### src/rtl/sreg_trap_pkg.sv
// Shared types and constants for the group-0 end-of-interrupt write router.
// Assumes a 2-bit exception level and a 6-bit syndrome class field.
package sreg_trap_pkg;
    localparam int LVL_W   = 2;
    localparam int CLS_W   = 6;
    localparam int OC_W    = 4;
    localparam logic [CLS_W-1:0] TRAP_CLASS = 6'h18;

    typedef enum logic [OC_W-1:0] {
        OC_NONE  = 4'b0000,
        OC_UNDEF = 4'b0001,
        OC_TRAP  = 4'b0010,
        OC_VIRT  = 4'b0100,
        OC_PHYS  = 4'b1000
    } outcome_e;

    typedef struct packed {
        logic l2_impl;
        logic l2_sec_en;
        logic l3_impl;
        logic l3_undef_early;
        logic l3_undef_late;
        logic l3_fiq_route;
        logic sreg_en_l1;
        logic sreg_en_l2;
        logic sreg_en_l3;
        logic hyp_trap_g0;
        logic hyp_fiq_route;
    } ctl_t;

    typedef struct packed {
        outcome_e         oc;
        logic [LVL_W-1:0] tgt;
        logic [CLS_W-1:0] cls;
    } verdict_t;
endpackage

### src/rtl/sreg_enc_match.sv
// Compares a system-register encoding against the one this router serves.
// Assumes the five fields arrive together; purely combinational.
module sreg_enc_match #(
    parameter int          OP0_W = 2,
    parameter int          OP1_W = 3,
    parameter int          CRN_W = 4,
    parameter int          CRM_W = 4,
    parameter int          OP2_W = 3,
    parameter logic [1:0]  K_OP0 = 2'b11,
    parameter logic [2:0]  K_OP1 = 3'b000,
    parameter logic [3:0]  K_CRN = 4'b1100,
    parameter logic [3:0]  K_CRM = 4'b1000,
    parameter logic [2:0]  K_OP2 = 3'b001
) (
    input  logic [OP0_W-1:0] op0,
    input  logic [OP1_W-1:0] op1,
    input  logic [CRN_W-1:0] crn,
    input  logic [CRM_W-1:0] crm,
    input  logic [OP2_W-1:0] op2,
    output logic             hit
);
    localparam int NFIELD = 5;
    logic [NFIELD-1:0] fld_eq;

    // Per-field equality against the served encoding.
    always_comb begin
        fld_eq[0] = (op0 == K_OP0);
        fld_eq[1] = (op1 == K_OP1);
        fld_eq[2] = (crn == K_CRN);
        fld_eq[3] = (crm == K_CRM);
        fld_eq[4] = (op2 == K_OP2);
    end

    // The register is selected only when every field agrees.
    assign hit = &fld_eq;
endmodule

### src/rtl/sreg_trap_decide.sv
// Priority decision for one write: maps level and control bits to a verdict.
// Assumes the encoding has already been matched; purely combinational.
module sreg_trap_decide
    import sreg_trap_pkg::*;
(
    input  logic [LVL_W-1:0] lvl,
    input  ctl_t             ctl,
    output verdict_t         verdict
);
    logic l2_on;
    logic undef_first;
    logic l3_claims;

    function automatic verdict_t mk_trap(input logic [LVL_W-1:0] t);
        verdict_t v;
        v.oc  = OC_TRAP;
        v.tgt = t;
        v.cls = TRAP_CLASS;
        return v;
    endfunction

    function automatic verdict_t mk_plain(input outcome_e o);
        verdict_t v;
        v.oc  = o;
        v.tgt = '0;
        v.cls = '0;
        return v;
    endfunction

    // Shared conditions used by more than one level's chain.
    always_comb begin
        l2_on       = ctl.l2_impl & ctl.l2_sec_en;
        undef_first = ctl.l3_impl & ctl.l3_undef_early & ctl.l3_fiq_route;
        l3_claims   = ctl.l3_impl & ctl.l3_fiq_route;
    end

    // Per-level ordered check chain; the first condition that applies wins.
    always_comb begin
        verdict = mk_plain(OC_PHYS);
        case (lvl)
            2'd0: verdict = mk_plain(OC_UNDEF);
            2'd1: begin
                if (undef_first)                       verdict = mk_plain(OC_UNDEF);
                else if (!ctl.sreg_en_l1)              verdict = mk_trap(2'd1);
                else if (l2_on && ctl.hyp_trap_g0)     verdict = mk_trap(2'd2);
                else if (l2_on && ctl.hyp_fiq_route)   verdict = mk_plain(OC_VIRT);
                else if (l3_claims)
                    verdict = ctl.l3_undef_late ? mk_plain(OC_UNDEF) : mk_trap(2'd3);
                else                                   verdict = mk_plain(OC_PHYS);
            end
            2'd2: begin
                if (undef_first)                       verdict = mk_plain(OC_UNDEF);
                else if (!ctl.sreg_en_l2)              verdict = mk_trap(2'd2);
                else if (l3_claims)
                    verdict = ctl.l3_undef_late ? mk_plain(OC_UNDEF) : mk_trap(2'd3);
                else                                   verdict = mk_plain(OC_PHYS);
            end
            default: begin
                if (!ctl.sreg_en_l3)                   verdict = mk_trap(2'd3);
                else                                   verdict = mk_plain(OC_PHYS);
            end
        endcase
    end
endmodule

### src/rtl/sreg_trap_outreg.sv
// Output stage: registers the verdict and raises a one-cycle valid pulse.
// Assumes in_fire is already qualified by an encoding match.
module sreg_trap_outreg
    import sreg_trap_pkg::*;
(
    input  logic     clk,
    input  logic     rst_n,
    input  logic     in_fire,
    input  verdict_t in_verdict,
    output logic     out_valid,
    output verdict_t out_verdict
);
    // Valid pulse follows each accepted request by one cycle.
    always_ff @(posedge clk) begin
        if (!rst_n) out_valid <= 1'b0;
        else        out_valid <= in_fire;
    end

    // Verdict is captured on an accepted request and held otherwise.
    always_ff @(posedge clk) begin
        if (!rst_n)       out_verdict <= '0;
        else if (in_fire) out_verdict <= in_verdict;
    end

    a_r10_onehot_verdict: assert property (@(posedge clk) disable iff (!rst_n)
        out_valid |-> ($countones(out_verdict.oc) == 1));

    a_r6_trap_fields: assert property (@(posedge clk) disable iff (!rst_n)
        (out_valid && out_verdict.oc == OC_TRAP) |->
            (out_verdict.cls == TRAP_CLASS && out_verdict.tgt != '0));

    a_r6_quiet_fields: assert property (@(posedge clk) disable iff (!rst_n)
        (out_valid && out_verdict.oc != OC_TRAP) |->
            (out_verdict.cls == '0 && out_verdict.tgt == '0));

    a_r8_valid_follows_req: assert property (@(posedge clk) disable iff (!rst_n)
        out_valid |-> $past(in_fire));
endmodule

### src/rtl/sreg_trap_router.sv
// Top: routes a write of the group-0 end-of-interrupt register to UNDEF, a trap,
// the virtual interface or the physical register. Assumes one request per strobe.
module sreg_trap_router
    import sreg_trap_pkg::*;
(
    input  logic             clk,
    input  logic             rst_n,
    input  logic             req_valid,
    input  logic [LVL_W-1:0] req_lvl,
    input  logic [1:0]       req_op0,
    input  logic [2:0]       req_op1,
    input  logic [3:0]       req_crn,
    input  logic [3:0]       req_crm,
    input  logic [2:0]       req_op2,
    input  logic             l2_impl,
    input  logic             l2_sec_en,
    input  logic             l3_impl,
    input  logic             l3_undef_early,
    input  logic             l3_undef_late,
    input  logic             l3_fiq_route,
    input  logic             sreg_en_l1,
    input  logic             sreg_en_l2,
    input  logic             sreg_en_l3,
    input  logic             hyp_trap_g0,
    input  logic             hyp_fiq_route,
    output logic             rsp_valid,
    output logic [OC_W-1:0]  rsp_outcome,
    output logic [LVL_W-1:0] rsp_tgt_lvl,
    output logic [CLS_W-1:0] rsp_class
);
    logic     enc_hit;
    logic     fire;
    ctl_t     ctl;
    verdict_t dec_v;
    verdict_t reg_v;

    sreg_enc_match u_match (
        .op0 (req_op0),
        .op1 (req_op1),
        .crn (req_crn),
        .crm (req_crm),
        .op2 (req_op2),
        .hit (enc_hit)
    );

    // Gather the control inputs into one bundle for the decision logic.
    always_comb begin
        ctl.l2_impl        = l2_impl;
        ctl.l2_sec_en      = l2_sec_en;
        ctl.l3_impl        = l3_impl;
        ctl.l3_undef_early = l3_undef_early;
        ctl.l3_undef_late  = l3_undef_late;
        ctl.l3_fiq_route   = l3_fiq_route;
        ctl.sreg_en_l1     = sreg_en_l1;
        ctl.sreg_en_l2     = sreg_en_l2;
        ctl.sreg_en_l3     = sreg_en_l3;
        ctl.hyp_trap_g0    = hyp_trap_g0;
        ctl.hyp_fiq_route  = hyp_fiq_route;
    end

    sreg_trap_decide u_decide (
        .lvl     (req_lvl),
        .ctl     (ctl),
        .verdict (dec_v)
    );

    assign fire = req_valid & enc_hit;

    sreg_trap_outreg u_out (
        .clk         (clk),
        .rst_n       (rst_n),
        .in_fire     (fire),
        .in_verdict  (dec_v),
        .out_valid   (rsp_valid),
        .out_verdict (reg_v)
    );

    assign rsp_outcome = reg_v.oc;
    assign rsp_tgt_lvl = reg_v.tgt;
    assign rsp_class   = reg_v.cls;

    a_r7_mismatch_silent: assert property (@(posedge clk) disable iff (!rst_n)
        (req_valid && !enc_hit) |=> !rsp_valid);

    a_r1_level0_undef: assert property (@(posedge clk) disable iff (!rst_n)
        (fire && req_lvl == 2'd0) |=> (rsp_valid && rsp_outcome == OC_UNDEF));

    a_r5_level3_disabled_trap: assert property (@(posedge clk) disable iff (!rst_n)
        (fire && req_lvl == 2'd3 && !sreg_en_l3) |=>
            (rsp_outcome == OC_TRAP && rsp_tgt_lvl == 2'd3));

    a_r2_virtual_from_level1: assert property (@(posedge clk) disable iff (!rst_n)
        (rsp_valid && rsp_outcome == OC_VIRT) |-> ($past(req_lvl) == 2'd1));
endmodule

### config.mk
export PLATFORM = sky130hd
export DESIGN_NAME = sreg_trap_router
export DESIGN_NICKNAME = d
export VERILOG_FILES = /design/src/rtl/sreg_trap_pkg.sv /design/src/rtl/sreg_enc_match.sv /design/src/rtl/sreg_trap_decide.sv /design/src/rtl/sreg_trap_outreg.sv /design/src/rtl/sreg_trap_router.sv
export SDC_FILE = /design/constraint.sdc
export NUM_CORES = 1
export LEC_CHECK = 0
export ABC_AREA = 1
export BUFFER_PORTS_ARGS = -buffer_cell sky130_fd_sc_hd__buf_2
export CORE_ASPECT_RATIO = 1.1
export CORE_MARGIN = 2
export CORE_UTILIZATION = 39
export CTS_CLUSTER_DIAMETER = 150
export DETAILED_ROUTE_END_ITERATION = 16
export PLACE_DENSITY = 0.8
export SLEW_MARGIN = 20
export SYNTH_ARGS = -nofsm -noshare
export SYNTH_HDL_FRONTEND = slang
export SYNTH_SLANG_ARGS = --single-unit
### constraint.sdc
create_clock -name clk -period 1 [get_ports clk]
set_input_delay 0.05 -clock clk [delete_from_list [all_inputs] [get_ports clk]]
set_output_delay 0.05 -clock clk [all_outputs]
set_load 0.03 [all_outputs]
==> results of run 1 <==
==> cells by family after synthesis <==
family | Yosys count | synth area share [%]
other cells | 1 | 0.618
compound gates | 10 | 8.87
simple gates | 69 | 51.3
buf+inv | 20 | 16.1
flops | 7 | 23.1
==> state kept, by name (all words and copies together), names as in the netlist <==
signal,count
u_out.out_valid,1
u_out.out_verdict,6
==> power breakdown <==
group	internal [mW]	total [mW]	switching (mW)	leakage [nW]
sequential	0.279	0.279	0.00000139	0.0563
clock	0.153	0.272	0.119	0.0150
combinational	0.0739	0.178	0.104	0.401
==> Yosys cell counts, drive strengths merged <==
master / n / share of area (%)
nand4: 1 / 1.0
inv: 13 / 8.0
conb: 1 / 0.62
a21oi: 5 / 4.7
buf: 6 / 7.4
nor4: 1 / 1.0
o21ai: 5 / 4.1
nand3: 13 / 12
nand2: 24 / 15
nand3b: 1 / 1.2
dfxtp: 7 / 23
clkinv: 1 / 0.62
nor2: 29 / 22
==> path summary, 6_finish.rpt <==
| check | start | slack (ps) | end | depth (start not counted) |
|---|---|---|---|---|
| setup / recovery | u_out.out_verdict[11] | 150 | rsp_outcome[3] | 1 |
| hold reg to reg | u_out.out_verdict[10] | 480 | u_out.out_verdict[10] | 2 |
| setup reg to reg | u_out.out_verdict[9] | 350 | u_out.out_verdict[9] | 2 |
| hold / removal | rst_n | 60 | u_out.out_verdict[8] | 3 |
==> stage by stage <==
step | util, % | power, mW
final | 58.8 | 0.729
after global routing | 58.8 | 0.768
after CTS | 58.8 | 0.734
after detailed placement | 57.0 | 0.462
after global placement | 57.0 | 0.458
after floorplan | - | 0.387
==> cell usage in the layout (no fill, tap or decap) <==
cell and count:
a21oi_1 4, clkbuf_4 3, inv_1 11, nor2_4 1, clkinv_1 1, o21ai_1 2, nor4_1 1, clkbuf_1 1
nand3_1 12, dfxtp_1 7, conb_1 4, buf_2 40, buf_4 2, nand2_1 24, inv_2 2, a21oi_2 1
nand4_1 1, nand3b_1 1, nand3_2 1, nor2_2 6, nor2_1 22, o21ai_0 3
==> per-layer routing <==
| metal | up-vias | GRT usage [%] | share of wire (%) |
|---|---|---|---|
| met2 | 33 | 34.1 | 50 |
| met3 | 3 | 3.17 | 7.2 |
| met5 | - | 0 | 0 |
| met1 | 317 | 16.0 | 41 |
| met4 | 0 | 12.9 | 1.6 |
| li1 | 412 | - | - |
==> final cells by class <==
cell class	instances	area, um^2
repair buffers	42	215
multi-input cells	83	380
fillers	146	584
flip-flops and latches	7	140
well taps	16	20.0
clock buffers	4	26.3
inverters	14	52.6
==> metrics, run 1 <==
status=completed; via count=765; RSZ-0062 raised after global routing=false; Antenna Nets Post-Route=0; Tcrit/Tclk final=84.8%; WL per Instance=9.17 um; FF+latch count, synth=7; post-layout minimum cycle time=848 ps; # resized after CTS=0; critical path startpoint category=flip-flop; post-synthesis cell count=107; DP Area=808 um^2; max-slew violations=0; remaining global-route overflow=0; Clock Latency Late Sink=250 ps; DRC=0; DPL Wire Length=1300 um; initial core utilization=42.8%; Total GRT Usage=17.3%; antenna cells=0; crit-path max cell delay=330 ps; Setup WS pre-CTS=-33.0 ps; CP Cell Sequence=buf_2; die area=0.00189 mm^2; first-pass GRT wire length=2480 um; Worst Hold Slack=57.5 ps; FMAX=1.18 GHz; Yosys Warn Count=0; Die X=41.6 um; synthesized area per cell=5.67 um^2; # nets final=183; I/O pins=45; drt first-iter violations=16; largest fanout on the critical path=2; CTS tree=done; final setup fails=0; Final Hold Viols=0; Setup Buffers After CTS=0; Yosys cell types=19; Max VDD drop=0.000572 V; Setup WS post-layout=152 ps; max-capacitance violation count=0; initial antenna violation count=0; worst hold path class=input pin to flip-flop; Core ar.=0.00142 mm^2; clk slew on worst S/H paths=60 ps; vias per inst=4.61; Inst Count DP=162; PortBufs=40; share of layout cells above drive strength 1=37.3%; FP Rows=14; GPL Wtd Cong=0.788; clock root buffer=clkbuf_4; LEAKAGE=0.472 nW; Crit path max-delay family=flip-flops; die height=45.4 um; Post-CTS Hold Buffers=0; Clock Tree Buf Depth=2; Num CTS Buffers=3; Setup CP Type=flip-flop to output pin; Crit-path slowest cell=dfxtp_1; final non-filler cell total=166; kind of end point of the critical path=output pin; Layout Skew=0 ps; Area growth syn-to-layout=37.5%; vias in the first global route=692; largest net degree at the start of global routing=7; Arr. time, crit path=800 ps; TNS Setup=0 ps; clk sinks=7; Detailed Routing Iterations Pass 1=4; fraction of the yosys area taken by sequential cells=23.1%; power per cell area=874 mW/mm^2; crit path buf inv count=1; Mapped Area=607 um^2; Finished Cell Area=835 um^2; Crit path required time=950 ps; Post-Route WL=1520 um; htree depth=1
Power figures use the tool's default switching activity.
==> run 2, diff against run 1 <==
==> constraint.sdc (replaced) <==
create_clock -name clk -period 0.9 [get_ports clk]
set_input_delay 0.045 -clock clk [delete_from_list [all_inputs] [get_ports clk]]
set_output_delay 0.045 -clock clk [all_outputs]
set_load 0.03 [all_outputs]
==> metrics, run 2 (synthesis gave the netlist of run 1 again) <==
status=completed (unchanged); htree depth=1 (unchanged); worst hold path class=input pin to flip-flop (unchanged); Crit path required time=850 ps (was 950 ps); worst reg2reg path endpoint=u_out.out_verdict[9] (unchanged); clock root buffer=clkbuf_4 (unchanged); most common cell after layout, fill and taps aside=buf_2 (unchanged); antenna cells=0 (unchanged); RSZ-0062 raised after global routing=true (was false); Detailed Routing Iterations Pass 1=4 (unchanged); biggest regs=u_out.out_verdict: 6 flops, u_out.out_valid: 1 flops (unchanged); CP Cell Sequence=buf_2 (unchanged); die height=45.4 um (unchanged); share of layout cells above drive strength 1=37.7% (was 37.3%); max reg flops=6 (unchanged); crit path buf inv count=1 (unchanged); worst r2r src=u_out.out_verdict[9] (unchanged); DRC=0 (unchanged); Area growth syn-to-layout=38.8% (was 37.5%); Worst R2R Setup Slack=250 ps (was 350 ps); HP Start=rst_n (unchanged); Layout Utilization=59.3% (was 58.8%); Die X=41.6 um (unchanged); # nets final=184 (was 183); Setup Buffers After CTS=0 (unchanged); LEAKAGE=0.477 nW (was 0.472 nW); max-slew violations=0 (unchanged); Layout Skew=0 ps (unchanged); Final Hold Viols=0 (unchanged); Setup WS post-layout=34.3 ps (was 152 ps); Clock Tree Buf Depth=2 (unchanged); post-layout minimum cycle time=866 ps; Crit path max-delay family=flip-flops (unchanged); Tcrit/Tclk final=96.2%; final setup fails=0 (unchanged); clk slew on worst S/H paths=50 ps (was 60 ps); Total GRT Usage=18.6% (was 17.3%); Num CTS Buffers=3 (unchanged); critical path startpoint category=flip-flop (unchanged); Post-Route WL=1500 um (was 1520 um); largest net degree at the start of global routing=7 (unchanged); max-capacitance violation count=0 (unchanged); Core ar.=0.00142 mm^2 (unchanged); hold path depth=3 (unchanged); FP Rows=14 (unchanged); commonest non-fill, non-tap cells in the layout=buf_2 (40), nand2_1 (24), nor2_1 (22), nand3_1 (12), inv_1 (11) (unchanged); Top reg by flops=u_out.out_verdict (unchanged); first-pass GRT wire length=2630 um (was 2480 um); Arr. time, crit path=820 ps (was 800 ps); Worst Hold Slack=71.1 ps (was 57.5 ps); WL per Instance=8.99 um (was 9.17 um); initial core utilization=42.8% (unchanged); Finished Cell Area=842 um^2 (was 835 um^2); kind of end point of the critical path=output pin (unchanged); DPL Wire Length=1310 um (was 1300 um); Inst Count DP=163 (was 162); power per cell area=945 mW/mm^2 (was 874 mW/mm^2); register area=140 um^2 (unchanged); Tot Pwr=0.796 mW (was 0.729 mW); vias in the first global route=718 (was 692); crit-path max cell delay=360 ps (was 330 ps); Crit-path slowest cell=dfxtp_1 (unchanged); drt first-iter violations=8 (was 16); CTS tree=done (unchanged); Setup CP Type=flip-flop to output pin (unchanged); vias per inst=4.65 (was 4.61); via count=776 (was 765); I/O pins=45 (unchanged); PortBufs=40 (unchanged); clk sinks=7 (unchanged); Reg2Reg Depth=2 (unchanged); Clock Latency Late Sink=250 ps (about the same); Antenna Nets Post-Route=0 (unchanged); Max VDD drop=0.000789 V (was 0.000572 V); area of the multi-input gates=380 um^2 (unchanged); GPL Wtd Cong=0.798 (was 0.788); FMAX=1.16 GHz; final non-filler cell total=167 (was 166); TNS Setup=0 ps (unchanged); DP Area=816 um^2 (was 808 um^2); Hold Crit Endpoint=u_out.out_verdict[8] (unchanged); fillcell total=141 (was 146); Setup WS pre-CTS=-118 ps (was -33.0 ps); initial antenna violation count=0 (unchanged); remaining global-route overflow=0 (unchanged); die area=0.00189 mm^2 (unchanged); largest fanout on the critical path=4 (was 2)
-- run 2: changes by cell type in the layout (fill, tap and decap cells not counted), sizes merged --
cell	before	now
buf	42	43
-- run 2: metal layers --
metal  GRT usage [%]  share of wire, %  up-vias
met3            7.14               7.5        4
met5               0                 0        -
met1            17.7                42      329
met2            34.4                49       30
li1                -                 -      413
met4            11.0               1.6        0
-- run 2: area by class of cell --
type	instances	share of cell area, %
repair buffers	43	26.4
clock buffers	4	3.12
well taps	16	2.38
multi-input cells	83	45.2
flip-flops and latches	7	16.6
inverters	14	6.24
-- run 2: power by group --
part | switching [mW] | internal, mW
sequential | 0.00000170 | 0.310
combinational | 0.116 | 0.0847
clock | 0.116 | 0.169
total | 0.232 | 0.564
-- run 2: timing repair --
item	in CTS	in global routing
gates resized for setup	0	0
endpoints found under the setup margin	0	3
hold buffers	0	0
-- run 2: worst min-delay path, delay by kind of cell --
kind	cells	cell delay, ps
AO/OA/AOI/OAI	1	30
buffers and inverters	1	130
AND/OR/NAND/NOR	1	70
-- run 2: how the worst max path moves through the flow --
stage | end | cells past startpoint | from | slack [ps]
global placement | u_out.out_verdict[9] | 9 | req_op1[2] | -80
global route | rsp_class[3] | 1 | u_out.out_verdict[9] | -20
CTS | rsp_class[4] | 1 | u_out.out_verdict[9] | 20
detailed placement | u_out.out_verdict[9] | 9 | req_crm[0] | -120
finish | rsp_class[4] | 1 | u_out.out_verdict[9] | 30
floorplan | u_out.out_verdict[9] | 8 | req_op1[2] | 70
